**config.mk**
```make
export PLATFORM = sky130hd
export DESIGN_NAME = frame_len_guard
export DESIGN_NICKNAME = d
export VERILOG_FILES = /design/src/rtl/flg_pkg.sv /design/src/rtl/flg_cfg_hold.sv /design/src/rtl/flg_track.sv /design/src/rtl/flg_status.sv /design/src/rtl/frame_len_guard.sv
export SDC_FILE = /design/constraint.sdc
export NUM_CORES = 1
export LEC_CHECK = 0
export BUFFER_PORTS_ARGS = -buffer_cell sky130_fd_sc_hd__buf_2
export CAP_MARGIN = 20
export CORE_MARGIN = 1.5
export CORE_UTILIZATION = 30
export CTS_CLUSTER_DIAMETER = 150
export DETAILED_ROUTE_END_ITERATION = 12
export PLACE_DENSITY_LB_ADDON = 0.25
export SYNTH_ARGS = -nofsm -noshare
export SYNTH_HDL_FRONTEND = slang
export SYNTH_SLANG_ARGS = --single-unit
```
**constraint.sdc**
```tcl
create_clock -name clk -period 4 [get_ports clk]
set_clock_uncertainty 0.2 [all_clocks]
set_input_delay 0.6 -clock clk [delete_from_list [all_inputs] [get_ports clk]]
set_output_delay 0.6 -clock clk [all_outputs]
set_load 0.05 [all_outputs]
```
**src/rtl/flg_pkg.sv**
```systemverilog
package flg_pkg;
  localparam int CNT_W = 14;
  typedef logic [CNT_W-1:0] cnt_t;

  typedef struct packed {
    logic wd_off;
    logic jumbo_en;
    logic own_drop;
  } cfg_t;

  typedef struct packed {
    logic giant;
    logic trunc;
    cnt_t count;
  } stat_t;
endpackage

```
**src/rtl/flg_cfg_hold.sv**
```systemverilog
module flg_cfg_hold
  import flg_pkg::*;
#(
  parameter int WD_LIMIT  = 2048,
  parameter int STD_MAX   = 1518,
  parameter int JUMBO_MAX = 9018,
  parameter int HARD_MAX  = 10240
) (
  input  logic clk,
  input  logic rst,
  input  logic sof_beat,   // first beat present (not yet accepted)
  input  logic start,      // first beat accepted
  input  cfg_t live,
  output cnt_t cap,
  output cnt_t thr,
  output logic wd_act
);
  localparam cnt_t WD_C    = cnt_t'(WD_LIMIT);
  localparam cnt_t HARD_C  = cnt_t'(HARD_MAX);
  localparam cnt_t STD_C   = cnt_t'(STD_MAX);
  localparam cnt_t JUMBO_C = cnt_t'(JUMBO_MAX);

  cfg_t held_q;
  cfg_t eff;

  always_ff @(posedge clk) begin
    if (rst)        held_q <= '0;
    else if (start) held_q <= live;
  end

  always_comb begin
    eff    = sof_beat ? live : held_q;
    wd_act = ~eff.wd_off;
    cap    = wd_act ? WD_C : HARD_C;
    thr    = eff.jumbo_en ? JUMBO_C : STD_C;
  end

  // the held copy only moves on an accepted first beat
  p_hold_r10: assert property (@(posedge clk) disable iff (rst)
    !start |=> $stable(held_q));
endmodule

```
**src/rtl/flg_track.sv**
```systemverilog
module flg_track
  import flg_pkg::*;
#(
  parameter int HARD_MAX = 10240
) (
  input  logic clk,
  input  logic rst,
  input  logic in_valid,
  input  logic in_sof,
  input  logic in_eof,
  input  logic out_ready,
  input  logic own_now,
  input  logic tx_active,
  input  cnt_t cap,
  output logic in_ready,
  output logic out_valid,
  output logic out_eof,
  output logic fin,
  output logic trunc_now,
  output logic cut_flag,
  output cnt_t new_cnt
);
  logic in_frame_q, drop_q, cut_q;
  cnt_t cnt_q;
  cnt_t base;
  logic cur_drop, room, keep, over, fire;

  always_comb begin
    base      = in_sof ? '0 : cnt_q;
    cur_drop  = in_sof ? (own_now & tx_active) : (drop_q | ~in_frame_q);
    room      = base < cap;
    keep      = ~cur_drop & room;
    over      = ~cur_drop & ~room;
    out_valid = in_valid & keep;
    in_ready  = keep ? out_ready : 1'b1;
    fire      = in_valid & in_ready;
    new_cnt   = keep ? base + cnt_t'(1) : base;
    out_eof   = in_eof | (keep & (new_cnt == cap));
    fin       = fire & in_eof & ~cur_drop;
    trunc_now = over | (cut_q & ~in_sof);
  end

  assign cut_flag = cut_q;

  always_ff @(posedge clk) begin
    if (rst) begin
      in_frame_q <= 1'b0;
      drop_q     <= 1'b0;
      cut_q      <= 1'b0;
      cnt_q      <= '0;
    end else if (fire) begin
      cnt_q      <= new_cnt;
      drop_q     <= cur_drop;
      cut_q      <= trunc_now;
      in_frame_q <= (in_sof | in_frame_q) & ~in_eof;
    end
  end

  // the running count never passes the ceiling
  p_cnt_cap_r5: assert property (@(posedge clk) disable iff (rst)
    cnt_q <= cnt_t'(HARD_MAX));

  // a cleared frame state forwards nothing until a start marker
  p_stray_r12: assert property (@(posedge clk) disable iff (rst)
    (!in_frame_q && !in_sof) |-> !out_valid);
endmodule

```
**src/rtl/flg_status.sv**
```systemverilog
module flg_status
  import flg_pkg::*;
#(
  parameter int WD_LIMIT = 2048,
  parameter int STD_MAX  = 1518,
  parameter int HARD_MAX = 10240
) (
  input  logic  clk,
  input  logic  rst,
  input  logic  fin,
  input  cnt_t  new_cnt,
  input  logic  trunc_now,
  input  cnt_t  thr,
  input  logic  wd_act,
  output logic  stat_valid,
  output stat_t stat
);
  logic giant_now;

  assign giant_now = (new_cnt > thr) & ~(trunc_now & wd_act);

  always_ff @(posedge clk) begin
    if (rst) begin
      stat_valid <= 1'b0;
      stat       <= '0;
    end else begin
      stat_valid <= fin;
      if (fin) stat <= '{giant: giant_now, trunc: trunc_now, count: new_cnt};
    end
  end

  // a truncated frame stops exactly at one of the two cut points
  p_trunc_len_r1: assert property (@(posedge clk) disable iff (rst)
    (stat_valid && stat.trunc) |->
      (stat.count == cnt_t'(WD_LIMIT) || stat.count == cnt_t'(HARD_MAX)));

  // nothing at or below the standard size is ever giant
  p_giant_thr_r6: assert property (@(posedge clk) disable iff (rst)
    (stat_valid && stat.count <= cnt_t'(STD_MAX)) |-> !stat.giant);
endmodule

```
**src/rtl/frame_len_guard.sv**
```systemverilog
module frame_len_guard
  import flg_pkg::*;
#(
  parameter int WD_LIMIT  = 2048,
  parameter int STD_MAX   = 1518,
  parameter int JUMBO_MAX = 9018,
  parameter int HARD_MAX  = 10240
) (
  input  logic        clk,
  input  logic        rst,
  input  logic        in_valid,
  output logic        in_ready,
  input  logic [7:0]  in_data,
  input  logic        in_sof,
  input  logic        in_eof,
  output logic        out_valid,
  input  logic        out_ready,
  output logic [7:0]  out_data,
  output logic        out_sof,
  output logic        out_eof,
  input  logic        tx_active,
  input  logic        cfg_wd_off,
  input  logic        cfg_jumbo_en,
  input  logic        cfg_own_drop,
  output logic        stat_valid,
  output logic [15:0] stat_word,
  output logic        trunc_flag
);
  cfg_t  live;
  cnt_t  cap, thr, new_cnt;
  logic  wd_act, fin, trunc_now, sof_beat, start;
  stat_t stat;

  assign live     = '{wd_off: cfg_wd_off, jumbo_en: cfg_jumbo_en, own_drop: cfg_own_drop};
  assign sof_beat = in_valid & in_sof;
  assign start    = sof_beat & in_ready;
  assign out_data = in_data;
  assign out_sof  = in_sof;
  assign stat_word = stat;

  flg_cfg_hold #(
    .WD_LIMIT(WD_LIMIT), .STD_MAX(STD_MAX),
    .JUMBO_MAX(JUMBO_MAX), .HARD_MAX(HARD_MAX)
  ) u_cfg (
    .clk(clk), .rst(rst), .sof_beat(sof_beat), .start(start),
    .live(live), .cap(cap), .thr(thr), .wd_act(wd_act)
  );

  flg_track #(.HARD_MAX(HARD_MAX)) u_trk (
    .clk(clk), .rst(rst), .in_valid(in_valid), .in_sof(in_sof),
    .in_eof(in_eof), .out_ready(out_ready), .own_now(cfg_own_drop),
    .tx_active(tx_active), .cap(cap), .in_ready(in_ready),
    .out_valid(out_valid), .out_eof(out_eof), .fin(fin),
    .trunc_now(trunc_now), .cut_flag(trunc_flag), .new_cnt(new_cnt)
  );

  flg_status #(
    .WD_LIMIT(WD_LIMIT), .STD_MAX(STD_MAX), .HARD_MAX(HARD_MAX)
  ) u_st (
    .clk(clk), .rst(rst), .fin(fin), .new_cnt(new_cnt),
    .trunc_now(trunc_now), .thr(thr), .wd_act(wd_act),
    .stat_valid(stat_valid), .stat(stat)
  );

  // a stalled forwarded beat never reports acceptance upstream
  p_bp_r11: assert property (@(posedge clk) disable iff (rst)
    (out_valid && !out_ready) |-> !in_ready);
endmodule

```
# After elaboration in Yosys (flattened, before gate mapping)
# Index checks and enable logic that the tools add are counted.
# classes
mux	7
multipliers	0
n_eq_ne	1
bitwise_logic	25
n_reduce_logical	0
n_addsub	1
magnitude_cmp	2
n_shift	0
div	0
# op_table
cell	count
$mux W14	4
$add A14 B1 Y14 const B	1
$and A1 B1 Y1	14
$eq A14 B14 Y1	1
$gt A14 B14 Y1	1
$lt A14 B14 Y1	1
$not A1 Y1	7
$or A1 B1 Y1	4
$mux W3	1
$mux W1	2
# totals
mem_count	0
input_bits	18
romBits	0
output_inout_bits	30
register_bits	37
latchBits	0
ram_bits	0

# Longest topological paths before layout
# Gate-level depths: netlist (run 1).
# depth
ltp_word	10
ltp_mapped	18

# Cells and area by module
# Synthesis (run 1) repeated with hierarchy kept, for this count alone.
# unflattened
hier_cells	386
area_unflattened_um2	3191.8
# modules_own_cells
mod	n_inst	cells_each	seq_area_each_um2	area_each_um2
flg_track	1	231	340.3	1866.8
flg_status	1	107	340.3	954.7
flg_cfg_hold	1	37	40.0	290.3
frame_len_guard	1	11	0.0	80.1

# Least setup slack after synthesis (run 1)
# No wires, ideal clock.
# synth_timing
path_type	input port to output port
start	input in_sof
end	output out_eof
t_arrival_ns	3.148
t_required_ns	3.200
cell_stages	11
setup_slack_ns	0.052
cell_sequence	buf_2 buf_2 buf_2 nor2b_1 ha_1 nand2b_4 o2111ai_4 nor3_1 mux2_2 nor4b_1 a41o_1
# synth_between
elab_chain_cells	9
# synth_rtl
item	line_no	rtl
start: declaration	frame_len_guard.sv:14	input logic in_sof,
$and A1 B1 Y1	frame_len_guard.sv:35	assign sof_beat = in_valid & in_sof;
$mux W3	flg_cfg_hold.sv:32	eff = sof_beat ? live : held_q;
$mux W14	flg_cfg_hold.sv:34	cap = wd_act ? WD_C : HARD_C;
$lt A14 B14 Y1	flg_track.sv:31	room = base < cap;
$and A1 B1 Y1	flg_track.sv:32	keep = ~cur_drop & room;
$mux W14 (*)	flg_track.sv:37	new_cnt = keep ? base + cnt_t'(1) : base;
via new_cnt[9]	frame_len_guard.sv:30	cnt_t cap, thr, new_cnt;
$eq A14 B14 Y1 (*)	flg_track.sv:38	out_eof = in_eof | (keep & (new_cnt == cap));
$and A1 B1 Y1 (*)	flg_track.sv:38	
$or A1 B1 Y1 (*)	flg_track.sv:38	
end: declaration	frame_len_guard.sv:20	output logic out_eof,
# The timed path passes the listed nets; every way through them passes the cells marked *.

# Final worst setup path (run 1)
# layout_timing
start	input in_valid
end	output out_eof
# layout_between
elab_chain_cells	9
# layout_rtl
item	line_no	rtl
start: declaration	frame_len_guard.sv:11	input logic in_valid,
$and A1 B1 Y1	frame_len_guard.sv:35	
$mux W3	flg_cfg_hold.sv:32	
$mux W14	flg_cfg_hold.sv:34	
$lt A14 B14 Y1	flg_track.sv:31	
$and A1 B1 Y1	flg_track.sv:32	
$mux W14	flg_track.sv:37	
via new_cnt[9]	frame_len_guard.sv:30	
$eq A14 B14 Y1	flg_track.sv:38	
$and A1 B1 Y1	flg_track.sv:38	
$or A1 B1 Y1	flg_track.sv:38	
# The timed path passes the listed nets, and every way through them passes these cells.

==> results of run 1 <==
power by group through the flow:
stage                     Clock [mW]  Sequential [mW]  Combinational, mW
after floorplan                    0            0.387             0.0926
after global placement             0            0.379              0.110
after detailed placement           0            0.379              0.110
after CTS                      0.329            0.371              0.110
after global routing           0.341            0.372              0.120
final                          0.319            0.371              0.110
layer usage:
layer	vias to the layer above	global-route usage, %
li1	1064	-
met4	0	5.08
met3	11	2.93
met1	959	19.6
met5	-	0
met2	37	24.3
how the worst max path moves through the flow:
stage | from | endpoint
after CTS | in_valid | out_eof
after detailed placement | in_valid | out_eof
after floorplan | in_sof | out_eof
after global placement | in_valid | out_eof
final | in_valid | out_eof
after global routing | in_valid | out_eof
kinds of logic (layout without fill, tap and decap cells):
family / Yosys count / count (layout) / share of synthesized area (%)
flops: 36 / 36 / 31.1
buf+inv: 32 / 56 / 7.39
xor+xnor: 11 / 11 / 4.48
fa+ha+maj: 9 / 9 / 4.85
mux: 9 / 9 / 4.05
simple gates: 133 / 133 / 28.6
compound gates: 62 / 62 / 19.5
worst register-to-register path, cell delays in order, from the launching register on:
cell and delay, ps:
dfxtp_1 330, nor2b_1 140, ha_1 320, nand2b_4 110, o2111ai_4 300, nor2_1 100, xnor2_1 130, nor2_1 270
ha_1 300, a21o_1 190, and4b_1 190, a211oi_1 240, o21a_1 140, o2bb2ai_1 100, a31oi_1 90
metrics by stage:
step	instance area, um2	std cells	utilization (%)	hold slack (ps)
after floorplan	2320	292	-	245
after detailed placement	2530	407	34.4	245
after CTS	2640	415	35.8	255
final	2650	415	35.9	250
after global routing	2650	415	35.9	271
after global placement	2530	407	34.4	239
flip-flops by register name, summed over array words and instances, names as in the netlist:
signal            flops
u_st.stat            16
u_trk.cnt_q          14
u_cfg.held_q          2
u_st.stat_valid       1
u_trk.cut_flag        1
u_trk.drop_q          1
u_trk.in_frame_q      1
cells in the mapped netlist, types with 4 or more instances:
master    instances
mux2i_1           6
dfxtp_1          36
nor2b_1           6
a211oi_1          6
o21ai_0           5
inv_1             9
nand2_1          56
nand3_1           6
clkbuf_1          4
ha_1              9
nor2_1           30
buf_4             9
buf_2             8
nor3_1            6
a21oi_1          24
xnor2_1           9
area by class of cell:
| class | count | area, um2 |
|---|---|---|
| Tap cell | 99 | 124 |
| Multi-Input combinational cell | 224 | 1430 |
| Timing Repair Buffer | 39 | 230 |
| Inverter | 9 | 33.8 |
| Clock buffer | 6 | 72.6 |
| Sequential cell | 36 | 721 |
| Clock inverter | 2 | 35.0 |
| Fill cell | 803 | 4720 |
repair_timing:
action / CTS / global route
resized for setup: 0 / 2
hold buffers: 0 / 0
endpoints found under the hold margin: 0 / 0
setup endpoints to repair: 0 / 1
==> results_dict.tcl, run 1 <==
set metrics [dict create \
    min_path_cells 2 \
    endpoint_kind "primary output" \
    hold_class "register to register" \
    place_hpwl_mm 4.49 \
    ys.flop_type "dfxtp_1" \
    drtIter0Drc 99 \
    synth_area_um2 2320 \
    insertion_delay_ps 290 \
    setup_viol 0 \
    start_kind "input port" \
    highest_layer "met4" \
    cts.sinks 36 \
    cp_data_arrival_time_ps 3040 \
    drv_cap 0 \
    fin_crit_sh_pct 96.0 \
    combPwrFrac_pct 13.7 \
    cts_tree "built" \
    hp-start "u_st.stat[13]$_SDFFE_PP0P_" \
    port_buffers 31 \
    p_clk_share_pct 39.9 \
    drcViolationCount 0 \
    switching_share_pct 27.0 \
    yosys_warnings 0 \
    r2r-end "u_st.stat[15]$_SDFFE_PP0P_" \
    cts-htree-levels 2 \
    irDropWorstVdd_mv 0.106 \
    rows 31 \
    p_per_area_nw_per_um2 302 \
    syn_nets 319 \
    critPathSlowestCell "mux2_2" \
    slew-limit-headroom_pct 55.6 \
    status "finished clean" \
    yosysSeqAreaShare_pct 31.1 \
    syn_inst 292 \
    dieWidth_um 90.9 \
    drv_slew 0 \
    drive_gt1_share_pct 20.3 \
    setup_tns_ps 0 \
    crit_chain "buf_2 -> nand2_1 -> mux2i_1 -> ha_1 -> nand2b_4 -> o2111ai_4 -> nor3_2 -> mux2_2 -> nor4b_1 -> a41o_1 -> clkbuf_4" \
    die_h_um 90.9 \
    reg2reg_slack_ps 740 \
    worstPathRequired_ps 3200 \
    place_congestion 0.795 \
    layout_common_cells "nand2_1, dfxtp_1, nor2_1, buf_2, a21oi_1" \
    num_vias 2071 \
    reg2regPathDepth 14 \
    hold_viol_final 0 \
    diodes 0 \
    wl_met3_um 168 \
    antenna_found_initial 0 \
    critPathKind "input port to primary output" \
    grt-ovfl-total 0 \
    grt_pass1_vias 1934 \
    internal_power_mw 0.584 \
    cp_slowest_stage_delay_ps 400 \
    pwr-share-seq_pct 46.4 \
    final_common_cell "nand2_1" \
    period_needed_ps 3840 \
    post_cts_buffers 0 \
    p_sw_mw 0.216 \
    dieArea_um2 8270 \
    area_growth_pct 14.2 \
    async_flop_share_pct 0 \
    cp.depth 11 \
    tightest_slew_ps 667 \
    cpLargestDelayFamily "simple AND/OR/NAND/NOR gates" \
    core_area_um2 7370 \
    crit_buf_inv 2 \
    initial_core_util_pct 31.5 \
    leakagePower_nw 1.04 \
    synth_seq_cells 36 \
    syn_area_per_cell_um2 7.94 \
    cp_max_fo 8 \
    fin_nets 342 \
    clockRootBuffer "clkbuf_8" \
    drt_wl_total_mm 5.98 \
    fin_ws_ps 161 \
    wl_met1_mm 2.91 \
    yosysUniqueCellTypes 58 \
    drt_first_pass_iters 4 \
    io-pin-count 48 \
    met2_length_mm 2.81 \
    clock_path_buffers 2 \
    power.total_mw 0.800 \
    r2r-start "u_trk.cnt_q[13]$_SDFFE_PP0P_" \
    yosysTopAreaCell "dfxtp_1" \
    antenna_left 0 \
    grt_pass1_wl_mm 9.82 \
    wl_per_cell_um 14.4 \
    synthTopCellsByArea "dfxtp_1, nand2_1, a21oi_1" \
    clk_pin_slew_worst_paths_ps 70 \
    cts_made_buffers 5 \
    viasPerCell 4.99 \
    grt_max_degree 37 \
    fmax_mhz 260 \
    rsz0062_at_grt "no" \
    yosys.area.top_type_share_pct 31.1 \
    min_to "u_st.stat[13]$_SDFFE_PP0P_" \
    grt_usage_pct 14.9 \
    synth_edf_count 0 \
    post-place-ws_ps 96.4 \
]
Note: power is estimated with default switching activity, not from simulation.
==> inputs of run 2 (changes only) <==
==> constraint.sdc (replaced) <==
create_clock -name clk -period 3.3 [get_ports clk]
set_clock_uncertainty 0.2 [all_clocks]
set_input_delay 0.495 -clock clk [delete_from_list [all_inputs] [get_ports clk]]
set_output_delay 0.495 -clock clk [all_outputs]
set_load 0.05 [all_outputs]
==> run 2 against run 1 <==
- the flow now finishes with violations (negative setup slack)
- die area is the same
- clock power about the same
- utilization up 6.7 points
- final cell count is 11% higher
- global-route usage up 1.6 points
- non-clock buffer count is 47 higher
- largest cell class unchanged
==> results_dict.tcl, run 2 (synthesis results as in run 1) <==
set metrics [dict create \
    slew-limit-headroom_pct 50.4 \
    post-place-ws_ps -296 \
    irDropWorstVdd_mv 0.134 \
    drt_wl_total_mm 6.94 \
    start_kind "input port" \
    fin_ws_ps -91.7 \
    cpLargestDelayFamily "simple AND/OR/NAND/NOR gates" \
    cp_slowest_stage_delay_ps 340 \
    endpoint_kind "primary output" \
    final_common_cell "nand2_1" \
    num_vias 2276 \
    cp_data_arrival_time_ps 2700 \
    place_hpwl_mm 5.19 \
    worstPathRequired_ps 2600 \
    status "finished, violations left" \
    drtIter0Drc 127 \
    drv_cap 0 \
    wl_per_cell_um 15.0 \
    hold_viol_final 0 \
    dieArea_um2 8270 \
    area_growth_pct 35.6 \
    cts_made_buffers 5 \
    port_buffers 31 \
    die_h_um 90.9 \
    diodes 0 \
    period_needed_ps 3390 \
    tightest_slew_ps 744 \
    drive_gt1_share_pct 36.1 \
    layout_common_cells "nand2_1, buf_4, dfxtp_1, buf_2, nor2_1" \
    clockRootBuffer "clkbuf_8" \
    crit_buf_inv 3 \
    grt_pass1_wl_mm 10.8 \
    leakagePower_nw 1.31 \
    io-pin-count 48 \
    regMostFlops "u_st.stat" \
    fin_nets 389 \
    fmax_mhz 295 \
    cts_tree "built" \
    cts-htree-levels 2 \
    grt_max_degree 37 \
    crit_chain "buf_8 -> nand2_4 -> mux2i_2 -> ha_1 -> nand2b_4 -> buf_12 -> o211ai_4 -> or3_1 -> a21oi_2 -> nand3b_1 -> nor4b_4 -> a41o_4 -> buf_8" \
    antenna_left 0 \
    setup_tns_ps -91.7 \
    drv_slew 0 \
    grt_usage_pct 16.5 \
    setup_viol 1 \
    fin_crit_sh_pct 103 \
    grt-ovfl-total 0 \
    dieWidth_um 90.9 \
    grt_pass1_vias 2059 \
    insertion_delay_ps 290 \
    violations "negative setup slack" \
    drt_first_pass_iters 4 \
    clk_pin_slew_worst_paths_ps 80 \
    drcViolationCount 0 \
    largest_reg_flops 16 \
    hold_class "register to register" \
    cp_max_fo 6 \
    core_area_um2 7370 \
    critPathKind "input port to primary output" \
    clock_path_buffers 2 \
    critPathSlowestCell "or3_1" \
    top_regs "u_st.stat (16), u_trk.cnt_q (14), u_cfg.held_q (2)" \
    fin_area_um2 3150 \
    path_common_cell "buf_8" \
    post_dp_cell_area_um2 2850 \
    p_per_area_nw_per_um2 297 \
    rsz0062_at_grt "yes" \
    antenna_found_initial 0 \
    rows 31 \
    initial_core_util_pct 31.5 \
    place_congestion 0.855 \
    viasPerCell 4.93 \
    cts.sinks 36 \
]
## run 2: cell count changes in the layout (fill, tap and decap cells not counted), sizes merged
cell / before / now
buf: 38 / 86
bufinv: 1 / 0
clkbuf: 7 / 5
clkinv: 1 / 3
## run 2: through the flow
| stage | power (mW) | hold slack [ps] | util [%] | cells |
|---|---|---|---|---|
| 2_1_floorplan | 0.586 | 245 | - | 292 |
| 3_3_place_gp | 0.608 | 244 | 38.7 | 446 |
| 3_5_place_dp | 0.610 | 244 | 38.7 | 446 |
| 4_1_cts | 0.943 | 256 | 41.6 | 461 |
| 5_1_grt | 0.984 | 271 | 42.7 | 462 |
| 6_report | 0.935 | 252 | 42.7 | 462 |
## run 2: area by class of cell
| class | instances | area [um2] |
|---|---|---|
| Multi-Input combinational cell | 224 | 1570 |
| Clock buffer | 5 | 68.8 |
| Sequential cell | 36 | 723 |
| Fill cell | 798 | 4220 |
| Tap cell | 99 | 124 |
| Timing Repair Buffer | 86 | 611 |
| Inverter | 9 | 33.8 |
| Clock inverter | 3 | 18.8 |
## run 2: final timing paths
kind	endpoint	slack, ps	from	cells after the start
hold reg to reg	u_st.stat[3]$_SDFFE_PP0P_	250	u_st.stat[3]$_SDFFE_PP0P_	2
setup reg to reg	u_st.stat[15]$_SDFFE_PP0P_	120	u_trk.cnt_q[13]$_SDFFE_PP0P_	16
setup / recovery	out_eof	-90	in_sof	13
hold / removal	u_st.stat[3]$_SDFFE_PP0P_	250	u_st.stat[3]$_SDFFE_PP0P_	2
## run 2: power breakdown
group          leakage (nW)  switching, mW  internal, mW  total (mW)
Sequential            0.292        0.00766         0.442       0.450
Combinational         0.968          0.102        0.0635       0.166
Clock                0.0479          0.172         0.147       0.319
Total                  1.31          0.282         0.653       0.935
## run 2: tightest hold or removal path, delay by kind of cell (launching register included)
kind	cells	cell delay, ps
flip-flops	1	310
AND/OR/NAND/NOR	1	50
AO/OA/AOI/OAI	1	50
## run 2: per-layer routing
metal | share of wire [%] | wire length (um) | track usage, %
met3 | 3.5 | 245 | 2.60
met2 | 45 | 3130 | 25.4
met5 | 0 | 0 | 0
met4 | 1.3 | 91 | 5.47
met1 | 50 | 3470 | 23.3
## run 2: repair_timing
action                                  CTS  global route
gates resized for setup                  14            15
pin swaps                                 9             8
cloned                                    0             0
hold buffers                              0             0
endpoints found under the setup margin    1             2
setup buffers                             7             1
==> inputs of run 3 (changes only) <==
--- a/config.mk
+++ b/config.mk
@@ -8,7 +8,7 @@
 export BUFFER_PORTS_ARGS = -buffer_cell sky130_fd_sc_hd__buf_2
 export CAP_MARGIN = 20
 export CORE_MARGIN = 1.5
-export CORE_UTILIZATION = 30
+export CORE_UTILIZATION = 49
 export CTS_CLUSTER_DIAMETER = 150
 export DETAILED_ROUTE_END_ITERATION = 12
 export PLACE_DENSITY_LB_ADDON = 0.25
==> run 3 against run 2 <==
- the run ends with design-rule violations, negative setup slack left
- sequential cell count unchanged
- wire length down 8.0%
- clock power up 22%
- final cell count down 11%
- critical path type unchanged
- register-to-register slack about the same
- critical path depth down 1
==> results_dict.tcl, run 3 (synthesis results as in run 1) <==
set metrics [dict create \
    endpoint_kind "primary output" \
    fin_nets 384 \
    clockRootBuffer "clkbuf_8" \
    cp_data_arrival_time_ps 2750 \
    cp.depth 12 \
    rows 24 \
    largest_reg_flops 16 \
    num_vias 2249 \
    wl_per_cell_um 15.6 \
    violations "design-rule violations, negative setup slack" \
    met2_length_mm 3.08 \
    drcViolationCount 2 \
    grt_pass1_wl_mm 10.0 \
    cts-htree-levels 2 \
    wl_met1_mm 2.89 \
    cp_max_fo 5 \
    crit_buf_inv 2 \
    rsz0062_at_grt "yes" \
    status "finished, violations left" \
    drt_first_pass_iters 11 \
    initial_core_util_pct 52.2 \
    num-fill-cells 384 \
    cts_tree "built" \
    drtIter0Drc 165 \
    area_growth_pct 30.0 \
    cpLargestDelayFamily "simple AND/OR/NAND/NOR gates" \
    grt_pass1_vias 2099 \
    setup_viol 1 \
    critPathSlowestCell "mux2_4" \
    setup_tns_ps -145 \
    diodes 0 \
    min_path_cells 3 \
    place_hpwl_mm 4.69 \
    p_per_area_nw_per_um2 331 \
    regMostFlops "u_st.stat" \
    drive_gt1_share_pct 34.6 \
    cp_slowest_stage_delay_ps 310 \
    antenna_left 0 \
    place_congestion 0.902 \
    worstPathRequired_ps 2600 \
    viasPerCell 5.49 \
    fin_ws_ps -145 \
    crit_chain "buf_8 -> nand2_4 -> mux2i_2 -> ha_1 -> nand2b_4 -> o2111ai_4 -> nor3_4 -> xnor2_2 -> nor2_4 -> mux2_4 -> a41o_4 -> buf_8" \
    reg2regPathDepth 14 \
    post-place-ws_ps -371 \
    insertion_delay_ps 300 \
    hold_class "input port to register" \
    antenna_found_initial 0 \
    irDropWorstVdd_mv 0.172 \
    cts.sinks 36 \
    cts_made_buffers 5 \
    dieWidth_um 71.8 \
    grt_usage_pct 25.1 \
    slew-limit-headroom_pct 54.5 \
    drv_cap 0 \
    grt_max_degree 37 \
    clk_pin_slew_worst_paths_ps 80 \
    path_common_cell "buf_8" \
    fin_crit_sh_pct 104 \
    io-pin-count 48 \
    tightest_slew_ps 682 \
    dieArea_um2 5160 \
    wl_met3_um 334 \
    drt_wl_total_mm 6.39 \
    cts_hold_buf 0 \
    period_needed_ps 3450 \
    leakagePower_nw 1.28 \
    top_regs "u_st.stat (16), u_trk.cnt_q (14), u_cfg.held_q (2)" \
    hold_viol_final 0 \
    critPathKind "input port to primary output" \
    start_kind "input port" \
    highest_layer "met4" \
    die_h_um 71.8 \
    drv_slew 0 \
    port_buffers 31 \
    fmax_mhz 290 \
    core_area_um2 4440 \
    clock_path_buffers 2 \
    grt-ovfl-total 0 \
    final_common_cell "nand2_1" \
    layout_common_cells "nand2_1, buf_4, dfxtp_1, buf_2, nor2_1" \
]
[run 3: cell type report]
type	instances	area [um2]	area share, %
well taps	52	65.1	2.16
clock inverters	2	35.0	1.16
repair buffers	81	557	18.5
multi-input cells	224	1530	50.8
flip-flops and latches	36	721	23.9
clock buffers	6	72.6	2.41
inverters	9	33.8	1.12
[run 3: tightest hold or removal path: cells and delay by family]
family	cells	cell delay, ps
buffers and inverters	1	90
AND/OR/NAND/NOR	1	70
multiplexers	1	60
[run 3: report_power, final]
part	switching [mW]	total, mW	internal [mW]
sequential	0.00836	0.451	0.442
clock	0.165	0.389	0.224
combinational	0.0984	0.159	0.0603
total	0.271	0.998	0.727
[run 3: worst paths after layout]
check | startpoint | to | slack [ps]
max | in_sof | out_eof | -150
min | cfg_jumbo_en | u_cfg.held_q[1]$_SDFFE_PP0P_ | 250
max reg2reg | u_trk.cnt_q[13]$_SDFFE_PP0P_ | u_st.stat[15]$_SDFFE_PP0P_ | 130
min reg2reg | u_st.stat[11]$_SDFFE_PP0P_ | u_st.stat[11]$_SDFFE_PP0P_ | 250
[run 3: per-layer routing]
metal	GRT usage (%)	vias up
li1	-	1141
met1	33.9	1029
met2	40.7	71
met3	4.78	8
met4	7.76	0
met5	0	-
[run 3: timing repair]
item	4_1_cts	5_1_grt
hold endpoints to repair	0	0
pin swaps	1	9
buffers inserted	0	5
gates resized for setup	7	18
endpoints found under the setup margin	2	2
[run 3: per-stage QoR]
stage,util [%],std cells,hold WS [ps],instance area (um2),power (mW)
after detailed placement,62.6,397,245,2780,0.609
final,67.9,410,250,3020,0.998
after floorplan,-,292,245,2380,0.586
after global routing,67.9,410,266,3020,1.04
after global placement,62.6,397,240,2780,0.606
after CTS,65.6,405,256,2910,0.995
